$ cat src/rtl/qec_pkg.sv
package qec_pkg;
  localparam int SUB_W = 8;
  localparam int AMT_W = $clog2(SUB_W + 1);
  localparam int CFG_W = 30;

  localparam logic [1:0] ADDR_CFG  = 2'd0;
  localparam logic [1:0] ADDR_CNT  = 2'd1;
  localparam logic [1:0] ADDR_STAT = 2'd2;

  typedef struct packed {
    logic       enable;    // 29
    logic       intEn;     // 28
    logic       usrEn;     // 27
    logic       osEn;      // 26
    logic       edgeMode;  // 25
    logic       invert;    // 24
    logic [7:0] thresh;    // 23:16
    logic [7:0] umask;     // 15:8
    logic [7:0] evtSel;    // 7:0
  } cfg_t;

  typedef struct packed {
    logic             load;
    logic             clrOvf;
    logic [AMT_W-1:0] incAmt;
  } strobe_t;
endpackage

$ cat src/rtl/qec_ctrl.sv
module qec_ctrl
  import qec_pkg::*;
#(
  parameter int NUM_CODES = 4,
  parameter int CNT_W     = 48
) (
  input  logic                   clk,
  input  logic                   rstN,
  input  logic [NUM_CODES*SUB_W-1:0] eventLines,
  input  logic [1:0]             cpl,
  input  logic                   wrEn,
  input  logic [1:0]             wrAddr,
  input  logic [CNT_W-1:0]       wrData,
  output cfg_t                   cfg,
  output strobe_t                strb
);
  logic [SUB_W-1:0] selLines, masked;
  logic [AMT_W-1:0] evtCount;
  logic privOk, cond, qualified, prevQual, cfgWr, bothOff;

  assign cfgWr = wrEn && (wrAddr == ADDR_CFG);

  // Event group selection and per-cycle summation
  always_comb begin
    selLines = '0;
    for (int c = 0; c < NUM_CODES; c++)
      if (32'(cfg.evtSel) == c) selLines = eventLines[c*SUB_W +: SUB_W];
  end

  assign masked = selLines & cfg.umask;

  always_comb begin
    evtCount = '0;
    for (int i = 0; i < SUB_W; i++) evtCount = evtCount + AMT_W'(masked[i]);
  end

  // Privilege ring filter
  assign bothOff = !cfg.osEn && !cfg.usrEn;
  assign privOk  = (cpl == 2'd0) ? (cfg.osEn || bothOff) : (cfg.usrEn || bothOff);

  // Threshold compare with optional inversion
  always_comb begin
    if (cfg.thresh != 8'd0)
      cond = cfg.invert ? (8'(evtCount) < cfg.thresh) : (8'(evtCount) >= cfg.thresh);
    else
      cond = (evtCount != '0);
  end

  assign qualified = cfg.enable && privOk && cond;

  always_comb begin
    strb.load   = wrEn && (wrAddr == ADDR_CNT);
    strb.clrOvf = wrEn && (wrAddr == ADDR_STAT) && wrData[0];
    if (cfg.edgeMode)
      strb.incAmt = (qualified && !prevQual) ? AMT_W'(1) : '0;
    else if (cfg.thresh == 8'd0)
      strb.incAmt = qualified ? evtCount : '0;
    else
      strb.incAmt = qualified ? AMT_W'(1) : '0;
  end

  always_ff @(posedge clk or negedge rstN) begin
    if (!rstN) begin
      cfg      <= '0;
      prevQual <= 1'b0;
    end else begin
      if (cfgWr) cfg <= cfg_t'(wrData[CFG_W-1:0]);
      if (cfgWr || !cfg.enable) prevQual <= 1'b0;
      else                      prevQual <= qualified;
    end
  end

  // an edge-mode increment cannot repeat in the next cycle without a config write
  p_edge_once_r6: assert property (@(posedge clk) disable iff (!rstN)
    (cfg.edgeMode && strb.incAmt != '0 && !cfgWr) |=> (strb.incAmt == '0));

  // a nonzero threshold never adds more than one per cycle
  p_thresh_unit_r4: assert property (@(posedge clk) disable iff (!rstN)
    (cfg.thresh != 8'd0) |-> (strb.incAmt <= AMT_W'(1)));

  // a disabled slice issues no increment
  p_disabled_idle_r8: assert property (@(posedge clk) disable iff (!rstN)
    !cfg.enable |-> (strb.incAmt == '0));

  // a config write re-arms edge mode for a condition that stays true
  p_edge_rearm_r11: assert property (@(posedge clk) disable iff (!rstN)
    (cfgWr && cfg_t'(wrData[CFG_W-1:0]) == cfg && cfg.edgeMode && qualified)
      |=> (qualified |-> strb.incAmt == AMT_W'(1)));
endmodule

$ cat src/rtl/qec_datapath.sv
module qec_datapath
  import qec_pkg::*;
#(
  parameter int CNT_W = 48
) (
  input  logic             clk,
  input  logic             rstN,
  input  strobe_t          strb,
  input  logic [CNT_W-1:0] wrData,
  input  logic             intEn,
  output logic [CNT_W-1:0] cnt,
  output logic             ovf,
  output logic             irq
);
  logic [CNT_W:0] sum;

  assign sum = {1'b0, cnt} + (CNT_W+1)'(strb.incAmt);
  assign irq = ovf && intEn;

  always_ff @(posedge clk or negedge rstN) begin
    if (!rstN) begin
      cnt <= '0;
      ovf <= 1'b0;
    end else begin
      if (strb.load) cnt <= wrData;
      else           cnt <= sum[CNT_W-1:0];
      if (!strb.load && sum[CNT_W]) ovf <= 1'b1;
      else if (strb.clrOvf)         ovf <= 1'b0;
    end
  end

  // a counter write lands exactly, whatever the increment
  p_load_wins_r9: assert property (@(posedge clk) disable iff (!rstN)
    strb.load |=> (cnt == $past(wrData)));

  // status stays set until cleared
  p_ovf_sticky_r10: assert property (@(posedge clk) disable iff (!rstN)
    (ovf && !strb.clrOvf) |=> ovf);

  // no interrupt without status
  p_irq_status_r10: assert property (@(posedge clk) disable iff (!rstN)
    irq |-> ovf);
endmodule

$ cat src/rtl/qual_event_counter.sv
module qual_event_counter
  import qec_pkg::*;
#(
  parameter int NUM_CODES = 4,
  parameter int CNT_W     = 48
) (
  input  logic                       clk,
  input  logic                       rstN,
  input  logic [NUM_CODES*8-1:0]     eventLines,
  input  logic [1:0]                 cpl,
  input  logic                       wrEn,
  input  logic [1:0]                 wrAddr,
  input  logic [CNT_W-1:0]           wrData,
  input  logic [1:0]                 rdAddr,
  output logic [CNT_W-1:0]           rdData,
  output logic                       irq
);
  cfg_t             cfg;
  strobe_t          strb;
  logic [CNT_W-1:0] cnt;
  logic             ovf;

  qec_ctrl #(.NUM_CODES(NUM_CODES), .CNT_W(CNT_W)) u_ctrl (
    .clk(clk), .rstN(rstN), .eventLines(eventLines), .cpl(cpl),
    .wrEn(wrEn), .wrAddr(wrAddr), .wrData(wrData), .cfg(cfg), .strb(strb)
  );

  qec_datapath #(.CNT_W(CNT_W)) u_dp (
    .clk(clk), .rstN(rstN), .strb(strb), .wrData(wrData),
    .intEn(cfg.intEn), .cnt(cnt), .ovf(ovf), .irq(irq)
  );

  always_comb begin
    case (rdAddr)
      ADDR_CFG:  rdData = CNT_W'(cfg);
      ADDR_CNT:  rdData = cnt;
      ADDR_STAT: rdData = CNT_W'(ovf);
      default:   rdData = '0;
    endcase
  end
endmodule

$ cat config.mk
export PLATFORM = sky130hd
export DESIGN_NAME = qual_event_counter
export DESIGN_NICKNAME = d
export VERILOG_FILES = /design/src/rtl/qec_pkg.sv /design/src/rtl/qec_ctrl.sv /design/src/rtl/qec_datapath.sv /design/src/rtl/qual_event_counter.sv
export SDC_FILE = /design/constraint.sdc
export NUM_CORES = 1
export LEC_CHECK = 0
export BUFFER_PORTS_ARGS = -buffer_cell sky130_fd_sc_hd__buf_2
export CORE_UTILIZATION = 54
export DETAILED_ROUTE_END_ITERATION = 12
export PLACE_DENSITY = 0.89
export SYNTH_ARGS = -nofsm -noshare
export SYNTH_HDL_FRONTEND = slang
export SYNTH_SLANG_ARGS = --single-unit
export TNS_END_PERCENT = 1
$ cat constraint.sdc
create_clock -name clk -period 7.34 [get_ports clk]
set_input_delay 0.367 -clock clk [delete_from_list [all_inputs] [get_ports clk]]
set_output_delay 0.367 -clock clk [all_outputs]
set_load 0.05 [all_outputs]
==> impl_results.md <==
* Pwr per Cell Area at 227 nW/um2
* Via density at 6.10
* Core area at 9730 um2
* Max stage delay on crit path at 550 ps
* Switch share at 0.372
* Sw Pwr at 541 uW
* Power share of the combinational group at 0.288
* Clock Tree Buf Depth at 2
* Yosys cell types at 52
* Clock latency on the worst-skew pair at 360 ps
* Total congestion overflow at 0
* Setup crit end kind: register
* Cell area after synthesis at 5400 um2
* Synth top area share at 0.371
* Initial Util at 0.555
* Setup Skew at 13.1 ps
* Reg power frac at 0.433
* DRT antenna net count at 0
* Setup Buffers After CTS at 0
* Overall power at 1.45 mW
* Worst rel slew slack at 0.323
* Drt wl/cell at 18.0 um
* Die height at 102 um
* Min-delay worst type: in -> async
* NumNets Final at 804
* Port buffer count at 137
* Fmax at 0.145 GHz
* Placed cells at 821
* Top cells by area, synth: dfrtp_1 37%, mux2i_1 5.9%, mux2_2 5.8%, nand2_1 4.3%, nor2_1 4.0%
* Clk pwr share at 0.279
* Top cell by count, worst path: fa_1
* Final Max Tran Viols at 0
* CTS buffer count at 9
* Status: finished, final reports clean
* CTS Root Cell: clkbuf_8
* Share of cells above drive strength 1 at 0.307
* Syn Area/Cell at 9.33 um2
* Crit Path Class: reg -> reg
* Post-Layout Cell Count at 837
* Io pins at 138
* Syn. warnings at 0
* Internal Power at 912 uW
* First-pass GRT wire length at 24,700 um
* RSZ-0062 raised after global routing: no
* CTS tree: built
* Leading area contributor after synthesis: dfrtp_1
* Clk slew on worst S/H paths at 90 ps
* Endpoints failing hold at 0
* Width of the die at 102 um
* WP data arrival at 7130 ps
* Fillers at 791
* Fin crit share at 0.942
* Setup TNS at 0 ps
* # setup viols final at 0
* Largest net degree at the start of global routing at 81
* Leak at 2.83 nW
* Asr flop ratio synth at 1.00
* Synth Flop Type: dfrtp_1
* Peak supply drop at 0.000127 V
* ANT cells at 0
* Register area share after synthesis at 0.371
* DP Wirelength at 10,800 um
* H-Tree Depth at 3
* Commonest cells after routing, fill and taps aside: 136 x buf_2, 79 x dfrtp_1, 62 x nand2_1
* Total GRT Usage at 0.306
* Fin crit period at 6920 ps
* GPL Wtd Cong at 0.895
* Vias in the first global route at 5,161
* Cell count after synthesis at 579
* Mapped Nets at 684
* Most common cell after layout, fill and taps aside: buf_2
* Max-cap violations at 0
* Startpoint Class: register
* Sink Count at 80
* Full die area at 10,400 um2
* Drt pass-1 iters at 5
* Post-synthesis register bit count at 80
* Final core utilization at 0.659
* Post-route DRC at 0
* Vias at 5,108
* Initial antenna violation count at 0
* Area grow syn2layout at 18.8%
* # hold bufs at CTS at 0
* Crit Path Max Fanout at 9
* Number of enable flip-flop cells after synthesis at 0
* Final WL at 15,100 um
* Critical Path Slowest Stage Cell: or4_1
* CP required at 7550 ps
* Critical path's top delay family: adder cells
* Initial DRC count at 329
* Row cnt at 36
* Worst Tran Pin Value at 1020 ps
* Crit path buf inv count at 5
area by class of cell:
class / count / area [um2] / share of cell area
sequential: 80 / 2000 / 0.312
inverter: 14 / 52.6 / 0.00819
tap: 133 / 166 / 0.0259
clock buffer: 9 / 124 / 0.0193
multi-input combinational: 453 / 3230 / 0.504
timing repair buffer: 141 / 718 / 0.112
clock inverter: 7 / 118 / 0.0183
per-stage QoR:
step                      setup slack [ps]  hold slack (ps)  instance area (um2)
after floorplan                        681             71.4                 5400
after global placement                 722              506                 6170
after detailed placement               417              525                 6170
after CTS                              392              220                 6410
after global routing                  58.7              232                 6420
final                                  425              175                 6420
power by group through the flow:
stage,Sequential [mW],Clock [mW],Combinational (mW)
floorplan,0.590,0,0.319
global placement,0.625,0,0.401
detailed placement,0.634,0,0.416
CTS,0.626,0.404,0.419
global route,0.641,0.425,0.454
finish,0.629,0.406,0.418
cell families after synthesis:
| group | Yosys count | synth area share |
|---|---|---|
| compound gates | 71 | 0.0753 |
| fa+ha+maj | 16 | 0.0440 |
| buf+inv | 46 | 0.0331 |
| flops | 80 | 0.371 |
| mux | 68 | 0.151 |
| xor+xnor | 37 | 0.0600 |
| simple gates | 261 | 0.266 |
registers in the layout (all words and copies together) (netlist names):
register,count
u_ctrl.cfg,30
u_dp.ovf,1
u_dp.cnt,48
u_ctrl.prevQual,1
final timing paths:
path                                      from             end  slack, ps  cells past startpoint
max in group asynchronous                 rstN   u_ctrl.cfg[0]       6440                      1
min in group clk                    wrData[39]    u_dp.cnt[39]        220                      3
worst min-delay path                      rstN  u_ctrl.cfg[29]        180                      1
worst min register to register  u_ctrl.cfg[28]  u_ctrl.cfg[28]        540                      1
worst max-delay path             u_ctrl.cfg[4]    u_dp.cnt[10]        420                     26
worst max register to register   u_ctrl.cfg[4]    u_dp.cnt[10]        420                     26
synth_stat cells (14+ instances only):
cell type and number:
inv_1 14, and2_1 25, mux2_2 28, a21oi_1 15, clkbuf_1 23, mux2i_1 32
nor2_1 58, o21ai_0 28, dfrtp_1 80, nand2_1 62, nand4_1 21, xnor2_1 24
nand3_1 20
routing by layer:
metal	up-vias	part of all wire	wire, um	GRT usage
li1	2311	-	-	-
met1	2464	0.40	6020	0.383
met2	294	0.50	7500	0.531
met3	39	0.082	1240	0.0547
met4	0	0.023	343	0.110
met5	-	0	0	0
timing repair:
item / CTS / global route
endpoints found under the hold margin: 0 / 0
setup endpoints to repair: 0 / 1
resized for setup: 0 / 1
(Power assumes the default switching activity.)
